<file path="src/rtl/rxq_pkg.sv">
package rxq_pkg;
  localparam int DATA_W = 8;

  typedef struct packed {
    logic              be;
    logic              pe;
    logic              fe;
    logic [DATA_W-1:0] data;
  } rx_entry_t;

  typedef enum logic [2:0] {
    S_IDLE, S_START, S_DATA, S_PAR, S_STOP, S_LOCK
  } rx_state_e;
endpackage

</file>
<file path="src/rtl/rxq_sync.sv">
module rxq_sync #(
  parameter int STAGES = 2
) (
  input  logic clk_i,
  input  logic rst_ni,
  input  logic d_i,
  output logic q_o
);
  logic [STAGES-1:0] ff_q;

  always_ff @(posedge clk_i or negedge rst_ni) begin
    if (!rst_ni) ff_q <= '1;
    else         ff_q <= {ff_q[STAGES-2:0], d_i};
  end

  assign q_o = ff_q[STAGES-1];
endmodule

</file>
<file path="src/rtl/rxq_deser.sv">
module rxq_deser
  import rxq_pkg::*;
#(
  parameter int OS_RATE = 16
) (
  input  logic      clk_i,
  input  logic      rst_ni,
  input  logic      tick_i,
  input  logic      rx_i,
  input  logic [1:0] wlen_i,
  input  logic      par_en_i,
  input  logic      par_even_i,
  input  logic      par_stick_i,
  output logic      done_o,
  output rx_entry_t entry_o
);
  localparam int CNT_W = $clog2(OS_RATE);
  localparam logic [CNT_W-1:0] MID  = CNT_W'(OS_RATE / 2 - 1);
  localparam logic [CNT_W-1:0] LAST = CNT_W'(OS_RATE - 1);

  rx_state_e         state_q;
  logic [CNT_W-1:0]  cnt_q;
  logic [2:0]        bit_q;
  logic [DATA_W-1:0] sh_q;
  logic              par_q, zero_q, perr_q, done_q;
  rx_entry_t         entry_q;

  logic [2:0] last_bit, shamt;
  logic       exp_par;

  assign last_bit = 3'(wlen_i) + 3'd4;
  assign shamt    = 3'd3 - 3'(wlen_i);
  assign exp_par  = par_stick_i ? ~par_even_i : (par_even_i ? par_q : ~par_q);

  always_ff @(posedge clk_i or negedge rst_ni) begin
    if (!rst_ni) begin
      state_q <= S_IDLE;
      cnt_q   <= '0;
      bit_q   <= '0;
      sh_q    <= '0;
      par_q   <= 1'b0;
      zero_q  <= 1'b0;
      perr_q  <= 1'b0;
      done_q  <= 1'b0;
      entry_q <= '0;
    end else begin
      done_q <= 1'b0;
      if (tick_i) begin
        unique case (state_q)
          S_IDLE: begin
            cnt_q <= '0;
            if (!rx_i) state_q <= S_START;
          end
          S_START: begin
            if (cnt_q == MID) begin
              cnt_q <= '0;
              if (rx_i) begin
                state_q <= S_IDLE;  // glitch
              end else begin
                state_q <= S_DATA;
                bit_q   <= '0;
                par_q   <= 1'b0;
                zero_q  <= 1'b1;
                perr_q  <= 1'b0;
              end
            end else begin
              cnt_q <= cnt_q + CNT_W'(1);
            end
          end
          S_DATA: begin
            if (cnt_q == LAST) begin
              cnt_q  <= '0;
              sh_q   <= {rx_i, sh_q[DATA_W-1:1]};
              par_q  <= par_q ^ rx_i;
              zero_q <= zero_q & ~rx_i;
              if (bit_q == last_bit) state_q <= par_en_i ? S_PAR : S_STOP;
              else                   bit_q   <= bit_q + 3'd1;
            end else begin
              cnt_q <= cnt_q + CNT_W'(1);
            end
          end
          S_PAR: begin
            if (cnt_q == LAST) begin
              cnt_q   <= '0;
              perr_q  <= rx_i ^ exp_par;
              zero_q  <= zero_q & ~rx_i;
              state_q <= S_STOP;
            end else begin
              cnt_q <= cnt_q + CNT_W'(1);
            end
          end
          S_STOP: begin
            if (cnt_q == LAST) begin
              cnt_q  <= '0;
              done_q <= 1'b1;
              if (!rx_i && zero_q) begin
                entry_q <= '{be: 1'b1, pe: 1'b0, fe: 1'b0, data: '0};
                state_q <= S_LOCK;
              end else begin
                entry_q <= '{be: 1'b0, pe: perr_q, fe: ~rx_i, data: sh_q >> shamt};
                state_q <= S_IDLE;
              end
            end else begin
              cnt_q <= cnt_q + CNT_W'(1);
            end
          end
          S_LOCK: begin
            if (rx_i) state_q <= S_IDLE;  // wait for mark
          end
          default: state_q <= S_IDLE;
        endcase
      end
    end
  end

  assign done_o  = done_q;
  assign entry_o = entry_q;

  AST_LOCK_AFTER_BREAK: assert property (@(posedge clk_i) disable iff (!rst_ni)
    (done_q && entry_q.be) |-> (state_q == S_LOCK));
  AST_LOCK_HOLDS_LOW: assert property (@(posedge clk_i) disable iff (!rst_ni)
    (state_q == S_LOCK && !rx_i) |=> (state_q == S_LOCK && !done_q));
  AST_TICK_GATED: assert property (@(posedge clk_i) disable iff (!rst_ni)
    !tick_i |=> ($stable(state_q) && $stable(cnt_q)));
endmodule

</file>
<file path="src/rtl/rxq_fifo.sv">
module rxq_fifo
  import rxq_pkg::*;
#(
  parameter int DEPTH = 4
) (
  input  logic             clk_i,
  input  logic             rst_ni,
  input  logic             push_i,
  input  rx_entry_t        wdata_i,
  input  logic             pop_i,
  output rx_entry_t        head_o,
  output logic             empty_o,
  output logic             full_o,
  output logic [$clog2(DEPTH+1)-1:0] level_o
);
  localparam int AW = $clog2(DEPTH);
  localparam int LW = $clog2(DEPTH + 1);
  localparam logic [AW-1:0] LAST_PTR = AW'(DEPTH - 1);

  rx_entry_t       mem_q [DEPTH];
  logic [AW-1:0]   wr_q, rd_q;
  logic [LW-1:0]   cnt_q;
  logic            do_push, do_pop;

  assign empty_o = (cnt_q == '0);
  assign full_o  = (cnt_q == LW'(DEPTH));
  assign do_push = push_i && !full_o;
  assign do_pop  = pop_i && !empty_o;

  always_ff @(posedge clk_i or negedge rst_ni) begin
    if (!rst_ni) begin
      wr_q  <= '0;
      rd_q  <= '0;
      cnt_q <= '0;
    end else begin
      if (do_push) wr_q <= (wr_q == LAST_PTR) ? '0 : wr_q + AW'(1);
      if (do_pop)  rd_q <= (rd_q == LAST_PTR) ? '0 : rd_q + AW'(1);
      case ({do_push, do_pop})
        2'b10:   cnt_q <= cnt_q + LW'(1);
        2'b01:   cnt_q <= cnt_q - LW'(1);
        default: cnt_q <= cnt_q;
      endcase
    end
  end

  always_ff @(posedge clk_i) begin
    if (do_push) mem_q[wr_q] <= wdata_i;
  end

  assign head_o  = mem_q[rd_q];
  assign level_o = cnt_q;

  AST_NO_OVERFLOW: assert property (@(posedge clk_i) disable iff (!rst_ni)
    push_i |-> !full_o);
  AST_POP_EMPTY: assert property (@(posedge clk_i) disable iff (!rst_ni)
    (pop_i && empty_o && !push_i) |=> empty_o);
endmodule

</file>
<file path="src/rtl/rxq_top.sv">
module rxq_top
  import rxq_pkg::*;
#(
  parameter int OS_RATE    = 16,
  parameter int FIFO_DEPTH = 4,
  parameter int SYNC_STAGES = 2
) (
  input  logic              clk_i,
  input  logic              rst_ni,
  input  logic              os_tick_i,
  input  logic              rx_i,
  input  logic [1:0]        wlen_i,
  input  logic              par_en_i,
  input  logic              par_even_i,
  input  logic              par_stick_i,
  input  logic              pop_i,
  input  logic              err_clr_i,
  output logic [DATA_W-1:0] data_o,
  output logic              empty_o,
  output logic              full_o,
  output logic [3:0]        status_o
);
  localparam int LW = $clog2(FIFO_DEPTH + 1);

  logic      rx_s, done, push, ovr, oe_q, hide_q, show;
  rx_entry_t entry, head;
  logic [LW-1:0] level;

  rxq_sync #(.STAGES(SYNC_STAGES)) u_sync (
    .clk_i, .rst_ni, .d_i(rx_i), .q_o(rx_s)
  );

  rxq_deser #(.OS_RATE(OS_RATE)) u_deser (
    .clk_i, .rst_ni, .tick_i(os_tick_i), .rx_i(rx_s),
    .wlen_i, .par_en_i, .par_even_i, .par_stick_i,
    .done_o(done), .entry_o(entry)
  );

  assign push = done && !full_o;
  assign ovr  = done && full_o;

  rxq_fifo #(.DEPTH(FIFO_DEPTH)) u_fifo (
    .clk_i, .rst_ni, .push_i(push), .wdata_i(entry), .pop_i,
    .head_o(head), .empty_o, .full_o, .level_o(level)
  );

  always_ff @(posedge clk_i or negedge rst_ni) begin
    if (!rst_ni) begin
      oe_q   <= 1'b0;
      hide_q <= 1'b0;
    end else begin
      if (ovr)            oe_q <= 1'b1;  // new event beats clear
      else if (err_clr_i) oe_q <= 1'b0;
      if (err_clr_i)                                 hide_q <= 1'b1;
      else if ((pop_i && !empty_o) || (push && empty_o)) hide_q <= 1'b0;
    end
  end

  assign show     = !empty_o && !hide_q;
  assign data_o   = head.data;
  assign status_o = {oe_q, show ? {head.be, head.pe, head.fe} : 3'b000};

  AST_BREAK_ZERO: assert property (@(posedge clk_i) disable iff (!rst_ni)
    (push && entry.be) |-> (entry.data == '0 && !entry.fe && !entry.pe));
  AST_OVR_KEEPS_FIFO: assert property (@(posedge clk_i) disable iff (!rst_ni)
    (ovr && !pop_i) |=> $stable(level));
  AST_OVR_FLAG: assert property (@(posedge clk_i) disable iff (!rst_ni)
    ovr |=> status_o[3]);
  AST_CLR_HEAD: assert property (@(posedge clk_i) disable iff (!rst_ni)
    err_clr_i |=> (status_o[2:0] == 3'b000));
  AST_CLR_OE: assert property (@(posedge clk_i) disable iff (!rst_ni)
    (err_clr_i && !ovr) |=> !status_o[3]);
  AST_EMPTY_NO_FLAGS: assert property (@(posedge clk_i) disable iff (!rst_ni)
    empty_o |-> (status_o[2:0] == 3'b000));
endmodule

</file>
<file path="config.mk">
export PLATFORM = sky130hd
export DESIGN_NAME = rxq_top
export DESIGN_NICKNAME = d
export VERILOG_FILES = /design/src/rtl/rxq_pkg.sv /design/src/rtl/rxq_sync.sv /design/src/rtl/rxq_deser.sv /design/src/rtl/rxq_fifo.sv /design/src/rtl/rxq_top.sv
export SDC_FILE = /design/constraint.sdc
export NUM_CORES = 1
export LEC_CHECK = 0
export ABC_AREA = 1
export BUFFER_PORTS_ARGS = -buffer_cell sky130_fd_sc_hd__buf_4
export CORE_MARGIN = 2
export CORE_UTILIZATION = 40
export DETAILED_ROUTE_END_ITERATION = 10
export HOLD_SLACK_MARGIN = 0.06
export PLACE_DENSITY_LB_ADDON = 0.3
export REMOVE_ABC_BUFFERS = 1
export SLEW_MARGIN = 30
export SYNTH_ARGS = -nofsm -noshare
export SYNTH_HDL_FRONTEND = slang
export SYNTH_HIERARCHICAL = 1
export SYNTH_SLANG_ARGS = --single-unit
</file>
<file path="constraint.sdc">
create_clock -name clk_i -period 3.1 [get_ports clk_i]
set_input_delay 0.62 -clock clk_i [delete_from_list [all_inputs] [get_ports clk_i]]
set_output_delay 0.62 -clock clk_i [all_outputs]
set_load 0.02 [all_outputs]
</file>
-- Word-level counts from Yosys, hierarchy flattened
Memories as Yosys holds them, arrays and structs flattened.
Cells that the tools add are included.
- bits in registers: 44
- memory bits (writable): 44
- input bits: 11
- output and inout bits: 14
- memories kept: 1
- memories (memory ; words ; width ; read ports ; clocked after Yosys merged registers in ; write ports ; RTL line ; source):
    u_fifo.mem_q ; 4 ; 11 ; 1 ; 0 ; 1 ; rxq_fifo.sv:20 ; rx_entry_t mem_q [DEPTH];
- $add $sub $neg: 8
- equality and inequality tests: 23
- shifts and indexed selects: 1
- multiplexer cells: 45
- bitwise operators: 6
- reductions and logical operators: 31
- operators by type and width (cell ; count):
    two-way mux 3 bit ; 14
    two-way mux 1 bit ; 18
    one-hot mux 3 bit (6 select lines) ; 1
    AND reduction 5 bit ; 3
    inequality test 2 x 1 -> 1 bit, second input constant ; 6
    one-hot mux 3 bit (2 select lines) ; 2
    one-hot mux 4 bit (3 select lines) ; 1
    nonzero test 2 bit ; 6
    two-way mux 11 bit ; 1
    equality test 3 bit, second input constant ; 3
    two-way mux 4 bit ; 2
    inequality test 2 bit, second input constant ; 4
    AND reduction 8 bit ; 1
    right shift 8 x 3 -> 8 bit ; 1
    logical AND 1 bit ; 7
    adder 3 x 1 -> 3 bit, second input constant ; 2
    equality test 2 bit, second input constant ; 3
    equality test 3 x 2 -> 1 bit, second input constant ; 2
    logical NOT 3 bit ; 2
    two-way mux 2 bit ; 3
    one-hot mux 1 bit (2 select lines) ; 3
    AND reduction 3 bit ; 2
    AND reduction 6 bit ; 1
    adder 2 x 1 -> 2 bit, second input constant ; 2
    other kinds (18) ; 24

-- Depth between registers and ports, before layout
Gate-level depths: netlist of run 1.
- depth in word-level cells: 7
- mapped depth: 13
- mapped depth without buffers: 13

-- Hierarchy
The synthesis of run 1 kept the hierarchy.
- by module, submodules not included (module ; times used ; cells each ; area each (µm²) ; seq. area each (µm²)):
    rxq_fifo ; 1 ; 189 ; 2240.9 ; 1496.4
    rxq_deser ; 1 ; 249 ; 1884.3 ; 825.8
    rxq_top ; 1 ; 21 ; 141.4 ; 50.0
    rxq_sync ; 1 ; 2 ; 52.6 ; 52.6

-- Worst setup path before layout of run 1
OpenSTA, ideal clock, no wires.
- path type: flip-flop to flip-flop
- from: reg u_fifo.cnt_q[0], in the netlist u_fifo/level_o[0]
- to: reg u_fifo.cnt_q[2], in the netlist u_fifo/level_o[2]
- arrival time: 1882 ps
- data required time: 2983 ps
- slack: 1101 ps
- stages on the path, launching flop included: 13
- path buffers: 0
- clock period less this slack: 1999 ps
- cells stage by stage: dfrtp_1 -> inv_1 -> nand3_2 -> inv_1 -> nor2_1 -> nand2_4 -> ha_1 -> inv_1 -> fa_1 -> nand2_1 -> nand3_1 -> nand2_1 -> nand2_1
- cells in the longest elaborated chain, start to end: 6
- ends and longest elaborated chain (what ; RTL line ; source):
    start, declared ; rxq_fifo.sv:22 ; logic [LW-1:0] cnt_q;
    start signal, assigned ; rxq_fifo.sv:39 ; 2'b10: cnt_q <= cnt_q + LW'(1);
    start signal, assigned ; rxq_fifo.sv:40 ; 2'b01: cnt_q <= cnt_q - LW'(1);
    start signal, assigned ; rxq_fifo.sv:41 ; default: cnt_q <= cnt_q;
    equality test 3 bit (*) ; rxq_fifo.sv:26 ; assign full_o = (cnt_q == LW'(DEPTH));
    net full_o ; rxq_top.sv:20 ; output logic full_o,
    logical NOT 1 bit (*) ; rxq_top.sv:39 ; assign push = done && !full_o;
    logical AND 1 bit (*) ; rxq_top.sv:39 ;
    net push ; rxq_top.sv:25 ; logic rx_s, done, push, ovr, oe_q, hide_q, show;
    logical AND 1 bit (*) ; rxq_fifo.sv:27 ; assign do_push = push_i && !full_o;
    equality test 2 x 1 -> 1 bit / equality test 2 bit (equally long branches) ; rxq_fifo.sv:38 ; case ({do_push, do_pop})
    one-hot mux 3 bit (2 select lines) / nonzero test 2 bit (equally long branches) ; -- ;
Mark *: on every way through the listed nets, which the timed path passes. The rest lies on a longest branch.
A chain may end at the register's enable or synchronous reset.

==> summary.txt, run 1 <==
syn_area_per_cell = 9.369 µm²
largest net degree at the start of global routing = 48
max_cap viols = 0
final hold violations = 0
vias in the first global route = 2820
grt total ovfl = 0
die area = 11640 µm²
DR pass1 iterations = 4
delay-heaviest family, CP = buffers and inverters
Slew @ Worst Pin = 0.5578 ns
crit start category = flip-flop
routed length per instance = 11.82 µm
worst hold path type = in2async
Ports = 25
most frequent cell after synthesis = nand2_1
crit path max-delay cell type = dfrtp_1
crit end category = primary output
setup total negative slack = 0 ns
Buffers on Ports = 24
Slew HR = 62.82%
Top FF cell, synth = edfxtp_1
fin. max-slew vios = 0
ant diodes = 0
crit path DAT = 1.74 ns
post-synthesis register bit count = 88
share of layout cells above drive strength 1 = 16.02%
Fmax = 424.0 MHz
CP max FO = 14
CP peak stage delay = 0.37 ns
routed wire length = 7435 µm
final worst-path cycle share = 76.08%
Starting Density = 41.47%
outcome = complete, no violations
Bufs and invs on worst path = 4
overall global routing resource usage = 14.23%
yosys warns = 6
time the worst path needs with I/O delays and setup = 2.359 ns
top cell type's share of synthesized area = 30.59%
core area = 10420 µm²
leading area contributor after synthesis = edfxtp_1
nets@finish = 508
clock sinks = 88
DP HPWL = 5164 µm
cell count of the worst reg-to-reg path = 12
WP data required = 2.48 ns
first-pass GRT wire length = 13020 µm
CP startpoint = u_fifo/rd_q[1]
Finish-stage setup viols = 0
commonest cells in the synthesized netlist = 133 x nand2_1, 72 x inv_1, 44 x edfxtp_1
Setup Skew = 0.01123 ns
synthesized cell area = 4319 µm²
worst reg2reg startpoint = u_fifo/level_o[1]
Max Root-Sink Buffers = 2
library cells used by synthesis = 33
Die Span Y = 107.9 µm
Die Span X = 107.9 µm
drt drc = 0
Cell Area, Placed = 4602 µm²
CP Cell Sequence = buf_4, inv_1, o211ai_1, nand2_1, inv_1, nor2_2, buf_4
initial antenna violation count = 0
root buffer cell = clkbuf_8
worst skew pair latency = 0.36 ns
leakage = 2.289 nW
Design Area, Final = 4835 µm²
VDD IR max = 0.3393 mV
Power Dens Cells = 715.7 nW/µm²
Antenna Violating Nets Remaining = 0
area grow syn2layout = 11.94%
WS Path Type = reg2out
drt initial violations = 138
DR vias = 2914
H-tree levels = 3
CTS clk-pin slew, worst paths = 0.10 ns
post-synthesis sequential area ratio = 56.14%
top post-synthesis cells by area = edfxtp_1 31%, dfrtp_1 24%, nand2_1 12%
Layout Utilization = 46.41%
Post-synth EDFFs = 44
Mapped Cells = 461
CTS tree = yes
r2r setup slk = 1.09 ns
reg2reg end = u_fifo/level_o[2]
# Post-CTS Setup Buffers = 0
RSZ-0062 raised after global routing = false
Rows = 37
post-CTS resize count = 0
vias per cell = 4.633
Hold-fix buffers, CTS = 0
Placer Congestion = 0.8708
CTS buffer count = 9
ys async rst share = 50.00%
-- metal layers --
metal | global-route usage, % | part of all wire, %
met5 | 0 | 0
met1 | 18.43 | 48
met2 | 23.63 | 48
met3 | 3.874 | 3.2
met4 | 3.846 | 1.1
-- worst max path at each step --
stage,end,cells after the start
floorplan,status_o[0],4
global placement,status_o[0],7
detailed placement,u_fifo/level_o[1],9
CTS,status_o[0],7
global route,status_o[0],7
finish,status_o[0],7
-- registers in the layout, indices dropped and copies added (netlist names) --
name	flops
u_deser/bit_q	3
u_deser/state_q	3
u_deser/sh_q	8
hide_q	1
u_deser/done_o	1
u_sync/ff_q	2
u_fifo/rd_q	2
u_deser/zero_q	1
u_deser/par_q	1
u_fifo/level_o	3
u_deser/entry_o	11
u_fifo/mem_q	44
oe_q	1
u_deser/cnt_q	4
u_fifo/wr_q	2
u_deser/perr_q	1
-- worst reg2reg max path, stage by stage (launching register included) --
cell	delay [ns]
dfrtp_1	0.39
inv_1	0.14
nand3_2	0.15
inv_1	0.12
nor2_1	0.10
nand2_4	0.11
ha_1	0.17
inv_1	0.07
fa_1	0.39
nand2_1	0.10
nand3_1	0.08
nand2_1	0.06
nand2_1	0.04
-- layout make-up --
cell class              count  area, µm²
repair buffers             30      225.2
flip-flops and latches     88       2425
multi-input cells         283       1496
fillers                   973       5582
clock buffers               9      123.9
well taps                 136      170.2
clock inverters             7      108.9
inverters                  76      285.3
-- logic make-up (layout without fill, tap and decap cells) --
logic type      Yosys count  after routing  share of synthesized area (%)
compound gates           61             61                          8.865
xor+xnor                  4              4                         0.8110
fa+ha+maj                 9              9                          2.781
buf+inv                  90            122                          9.212
flops                    88             88                          56.14
simple gates            209            209                          22.19
-- report_power, final --
group	internal (mW)	switching, mW
combinational	0.420	0.741
clock	0.472	0.439
sequential	1.31	0.0809
-- stage by stage --
stage                     total power, mW  instances  setup WS, ns  hold slack (ns)
after floorplan                     2.225        447        0.9595           0.3244
after global placement              2.548        613         1.112           0.3465
after detailed placement            2.586        613         1.091           0.3482
after CTS                           3.511        629        0.6877           0.2687
after global routing                3.712        629        0.5767           0.2878
final                               3.460        629        0.7414           0.2541
-- cell usage in the layout (no fill, tap or decap), types with 3 or more instances in the layout --
master / count
inv_2: 4
o21ai_1: 11
a21oi_1: 3
nor2_2: 6
clkbuf_8: 9
nand2_2: 5
o21ai_0: 18
nand2_4: 3
nand4_1: 4
nand2_1: 133
ha_1: 8
o211ai_1: 23
nand3_1: 24
xnor2_1: 4
nand3_2: 4
buf_4: 30
dfrtp_1: 42
edfxtp_1: 44
nor2_1: 23
inv_1: 72
(Power assumes the default switching activity.)
==> run 2: changes to the inputs <==
==> constraint.sdc (replaced) <==
create_clock -name clk_i -period 2.25 [get_ports clk_i]
set_input_delay 0.45 -clock clk_i [delete_from_list [all_inputs] [get_ports clk_i]]
set_output_delay 0.45 -clock clk_i [all_outputs]
set_load 0.02 [all_outputs]
==> summary.txt, run 2 (synthesized netlist as in run 1, its figures left out) <==
internal power = 2.816 mW
CP max FO = 7
Starting Density = 41.47%
clock sinks = 88
register with the most flip-flops = u_fifo/mem_q
most frequent cells in the layout = 133 x nand2_1, 72 x inv_1, 44 x edfxtp_1
P_sw = 1.742 mW
overall global routing resource usage = 14.03%
worst hold path type = in2async
crit start category = flip-flop
grt total ovfl = 0
RSZ-0062 raised after global routing = false
Antenna Violating Nets Remaining = 0
ant diodes = 0
Buffers on Ports = 24
Flop pwr share = 42.9%
WP data required = 2.49 ns
Die Span X = 107.9 µm
outcome = complete, no violations
Finish-stage setup viols = 0
largest net degree at the start of global routing = 45
H-tree levels = 3
setup total negative slack = 0 ns
vias per cell = 4.767
CTS tree = yes
drt drc = 0
max FFs per register = 44
worst skew pair latency = 0.35 ns
clock power share = 22.2%
routed length per instance = 11.91 µm
crit end category = flip-flop
final hold violations = 0
die area = 11640 µm²
vias in the first global route = 2883
Fmax = 485.0 MHz
fin. max-slew vios = 0
max_cap viols = 0
VDD IR max = 0.4067 mV
initial antenna violation count = 0
core area = 10420 µm²
Layout Utilization = 46.07%
CTS clk-pin slew, worst paths = 0.09 ns
leakage = 2.262 nW
share of layout cells above drive strength 1 = 16.60%
nets@finish = 509
first-pass GRT wire length = 12850 µm
Slew @ Worst Pin = 0.5652 ns
Hold-fix buffers, CTS = 0
area grow syn2layout = 11.09%
most common cell after layout, fill and taps aside = nand2_1
Placer Congestion = 0.8123
DR pass1 iterations = 4
Power Dens Cells = 950.0 nW/µm²
DP HPWL = 5340 µm
sw frac = 38.22%
final worst-path cycle share = 91.64%
WS Path Type = reg2reg
Rows = 37
time the worst path needs with I/O delays and setup = 2.062 ns
DR vias = 3003
Max Root-Sink Buffers = 2
Slew HR = 62.32%
crit path DAT = 2.30 ns
total power = 4.558 mW
Ports = 25
Setup Skew = 0.009943 ns
CTS buffer count = 9
root buffer cell = clkbuf_8
drt initial violations = 116
routed wire length = 7503 µm
Die Span Y = 107.9 µm
Comb power frac = 34.8%
-- run 2: cell type report --
cell class                 count  area [µm²]
fill                         995        5618
sequential                    88        2426
multi-input combinational    283        1499
inverter                      76       285.3
timing repair buffer          31       232.7
tap                          136       170.2
clock buffer                   9       123.9
clock inverter                 7       61.31
-- run 2: final timing paths --
check	startpoint	end	slack [ns]	cells after the start
setup reg to reg	u_fifo/level_o[0]	u_fifo/level_o[2]	0.19	12
hold reg to reg	u_sync/ff_q[0]	u_sync/ff_q[1]	0.36	0
setup / recovery	u_fifo/level_o[0]	u_fifo/level_o[2]	0.19	12
hold / removal	rst_ni	u_deser/bit_q[0]	0.09	1
max in group asynchronous	rst_ni	u_fifo/rd_q[0]	1.75	1
min in group clk_i	rx_i	u_sync/ff_q[0]	0.21	1
-- run 2: metrics by stage --
stage,setup WS [ns],hold WS [ns],instance area (µm²),cells
4_1_cts,0.02130,0.09790,4795,630
2_1_floorplan,0.2512,0.1544,4207,447
6_report,0.1881,0.08623,4798,630
3_5_place_dp,0.1867,0.3473,4609,614
3_3_place_gp,0.3392,0.3491,4609,614
5_1_grt,0.01838,0.1262,4798,630
-- run 2: critical path, stage by stage (launching register included) --
cell	delay, ns
dfrtp_1	0.39
inv_1	0.16
nand3_2	0.16
inv_1	0.14
nor2_2	0.08
nand2_4	0.10
ha_1	0.17
inv_1	0.07
fa_1	0.40
nand2_1	0.11
nand3_1	0.08
nand2_1	0.06
nand2_1	0.05
-- run 2: per-layer routing --
metal  vias up  part of all wire [%]  track usage [%]
met5         -                     0                0
met4         0                  0.87            5.037
met2        35                    49            24.71
li1       1539                     -                -
met1      1423                    47            17.36
met3         6                   2.5            2.361
-- run 2: power by group through the flow --
| stage | registers, mW | clock network, mW | logic [mW] |
|---|---|---|---|
| 2_1_floorplan | 2.02 | 0 | 1.05 |
| 5_1_grt | 1.98 | 1.12 | 1.79 |
| 3_3_place_gp | 1.98 | 0 | 1.53 |
| 3_5_place_dp | 1.99 | 0 | 1.59 |
| 4_1_cts | 1.95 | 1.05 | 1.60 |
| 6_report | 1.96 | 1.01 | 1.59 |
-- run 2: timing repair --
action,in CTS,in global routing
endpoints found under the setup margin,0,10
setup buffers,0,0
gates resized for setup,0,2
==> run 3: changes to the inputs <==
--- a/config.mk
+++ b/config.mk
@@ -18,3 +18,4 @@
 export SYNTH_HDL_FRONTEND = slang
 export SYNTH_HIERARCHICAL = 1
 export SYNTH_SLANG_ARGS = --single-unit
+export TNS_END_PERCENT = 100
==> constraint.sdc (replaced) <==
create_clock -name clk_i -period 2.25 [get_ports clk_i]
set_input_delay 0.45 -clock clk_i [delete_from_list [all_inputs] [get_ports clk_i]]
set_output_delay 0.45 -clock clk_i [all_outputs]
set_load 0.1 [all_outputs]
==> summary.txt, run 3 (synthesized netlist as in run 1, its figures left out) <==
largest net degree at the start of global routing = 45
DR vias = 2961
Buffers on Ports = 24
max FFs per register = 44
clock power share = 21.5%
initial antenna violation count = 0
Die Span X = 107.9 µm
RSZ-0062 raised after global routing = false
Comb power frac = 42.6%
Antenna Violating Nets Remaining = 0
outcome = complete, no violations
register with the most flip-flops = u_fifo/mem_q
Layout Utilization = 46.40%
CP max FO = 4
clock sinks = 88
DP HPWL = 5240 µm
Finish-stage setup viols = 0
worst hold path type = in2async
vias per cell = 4.693
crit path DAT = 1.67 ns
Power Dens Cells = 1128 nW/µm²
VDD IR max = 1.050 mV
P_sw = 2.501 mW
DR pass1 iterations = 5
root buffer cell = clkbuf_8
Rows = 37
Filler Cells Inserted = 976
nets@finish = 510
worst skew pair latency = 0.36 ns
vias in the first global route = 2844
overall global routing resource usage = 13.99%
fin. max-slew vios = 0
Flop pwr share = 35.8%
crit end category = primary output
Starting Density = 41.47%
hold slack = 0.07605 ns
Placer Congestion = 0.7980
Max Root-Sink Buffers = 2
grt total ovfl = 0
internal power = 2.951 mW
final hold violations = 0
Hold-fix buffers, CTS = 0
most frequent cells in the layout = 133 x nand2_1, 72 x inv_1, 44 x edfxtp_1
sw frac = 45.87%
die area = 11640 µm²
Fmax = 472.1 MHz
routed length per instance = 11.81 µm
final worst-path cycle share = 94.14%
total power = 5.452 mW
setup total negative slack = 0 ns
crit start category = flip-flop
Die Span Y = 107.9 µm
ant diodes = 0
Slew HR = 61.06%
drt drc = 0
max_cap viols = 0
Setup Skew = 0.01091 ns
Slew @ Worst Pin = 0.5841 ns
WP data required = 1.80 ns
CTS clk-pin slew, worst paths = 0.10 ns
time the worst path needs with I/O delays and setup = 2.118 ns
CTS tree = yes
CTS buffer count = 9
core area = 10420 µm²
Ports = 25
routed wire length = 7452 µm
WS Path Type = reg2out
leakage = 2.282 nW
drt initial violations = 135
area grow syn2layout = 11.91%
first-pass GRT wire length = 12660 µm
most common cell after layout, fill and taps aside = nand2_1
H-tree levels = 3
share of layout cells above drive strength 1 = 16.57%
run 3: repair_timing:
| item | in CTS | in global routing |
|---|---|---|
| buffers inserted | 0 | 0 |
| gates resized for setup | 1 | 1 |
| endpoints found under the hold margin | 0 | 0 |
| endpoints found under the setup margin | 8 | 1 |
run 3: final cells by class:
| type | count | area (µm²) | area share, % |
|---|---|---|---|
| inverter | 76 | 285.3 | 5.902 |
| multi-input combinational | 283 | 1496 | 30.96 |
| sequential | 88 | 2426 | 50.19 |
| tap | 136 | 170.2 | 3.521 |
| clock buffer | 9 | 123.9 | 2.563 |
| clock inverter | 7 | 87.58 | 1.812 |
| timing repair buffer | 32 | 244.0 | 5.048 |
run 3: critical path, cell delays in order, from the launching register on:
cell and delay (ns):
dfrtp_1 0.39, inv_1 0.08, nand3_2 0.12, inv_1 0.09, or2_4 0.26, nor2_2 0.08, buf_4 0.29
run 3: layer usage:
layer	share of wire, %	routed length [µm]	track usage (%)	vias up
met3	3.0	222	3.027	8
li1	-	-	-	1542
met5	0	0	0	-
met4	1.6	119	5.769	0
met2	48	3559	23.90	49
met1	48	3550	17.19	1362
run 3: final timing paths:
path	end	cells after the start	slack (ns)	start
min reg2reg	u_sync/ff_q[1]	0	0.36	u_sync/ff_q[0]
min in group clk_i	u_sync/ff_q[0]	1	0.19	rx_i
max reg2reg	u_fifo/level_o[2]	12	0.23	u_fifo/level_o[0]
max	status_o[2]	6	0.13	u_fifo/level_o[2]
max in group asynchronous	u_fifo/rd_q[0]	1	1.74	rst_ni
min	u_deser/par_q	1	0.08	rst_ni
run 3: power by group through the flow:
stage	Sequential (mW)	Clock, mW	Combinational [mW]
after floorplan	2.02	0	1.79
after global placement	1.98	0	2.30
after detailed placement	1.99	0	2.34
after CTS	1.95	1.21	2.34
after global routing	1.98	1.27	2.55
final	1.95	1.17	2.33
run 3: per-stage QoR:
step | instances | setup WS, ns | area, µm²
after CTS | 631 | 0.09374 | 4830
final | 631 | 0.1319 | 4833
after floorplan | 447 | -0.3467 | 4207
after global placement | 615 | 0.3360 | 4617
after detailed placement | 615 | 0.2379 | 4617
after global routing | 631 | 0.01668 | 4833
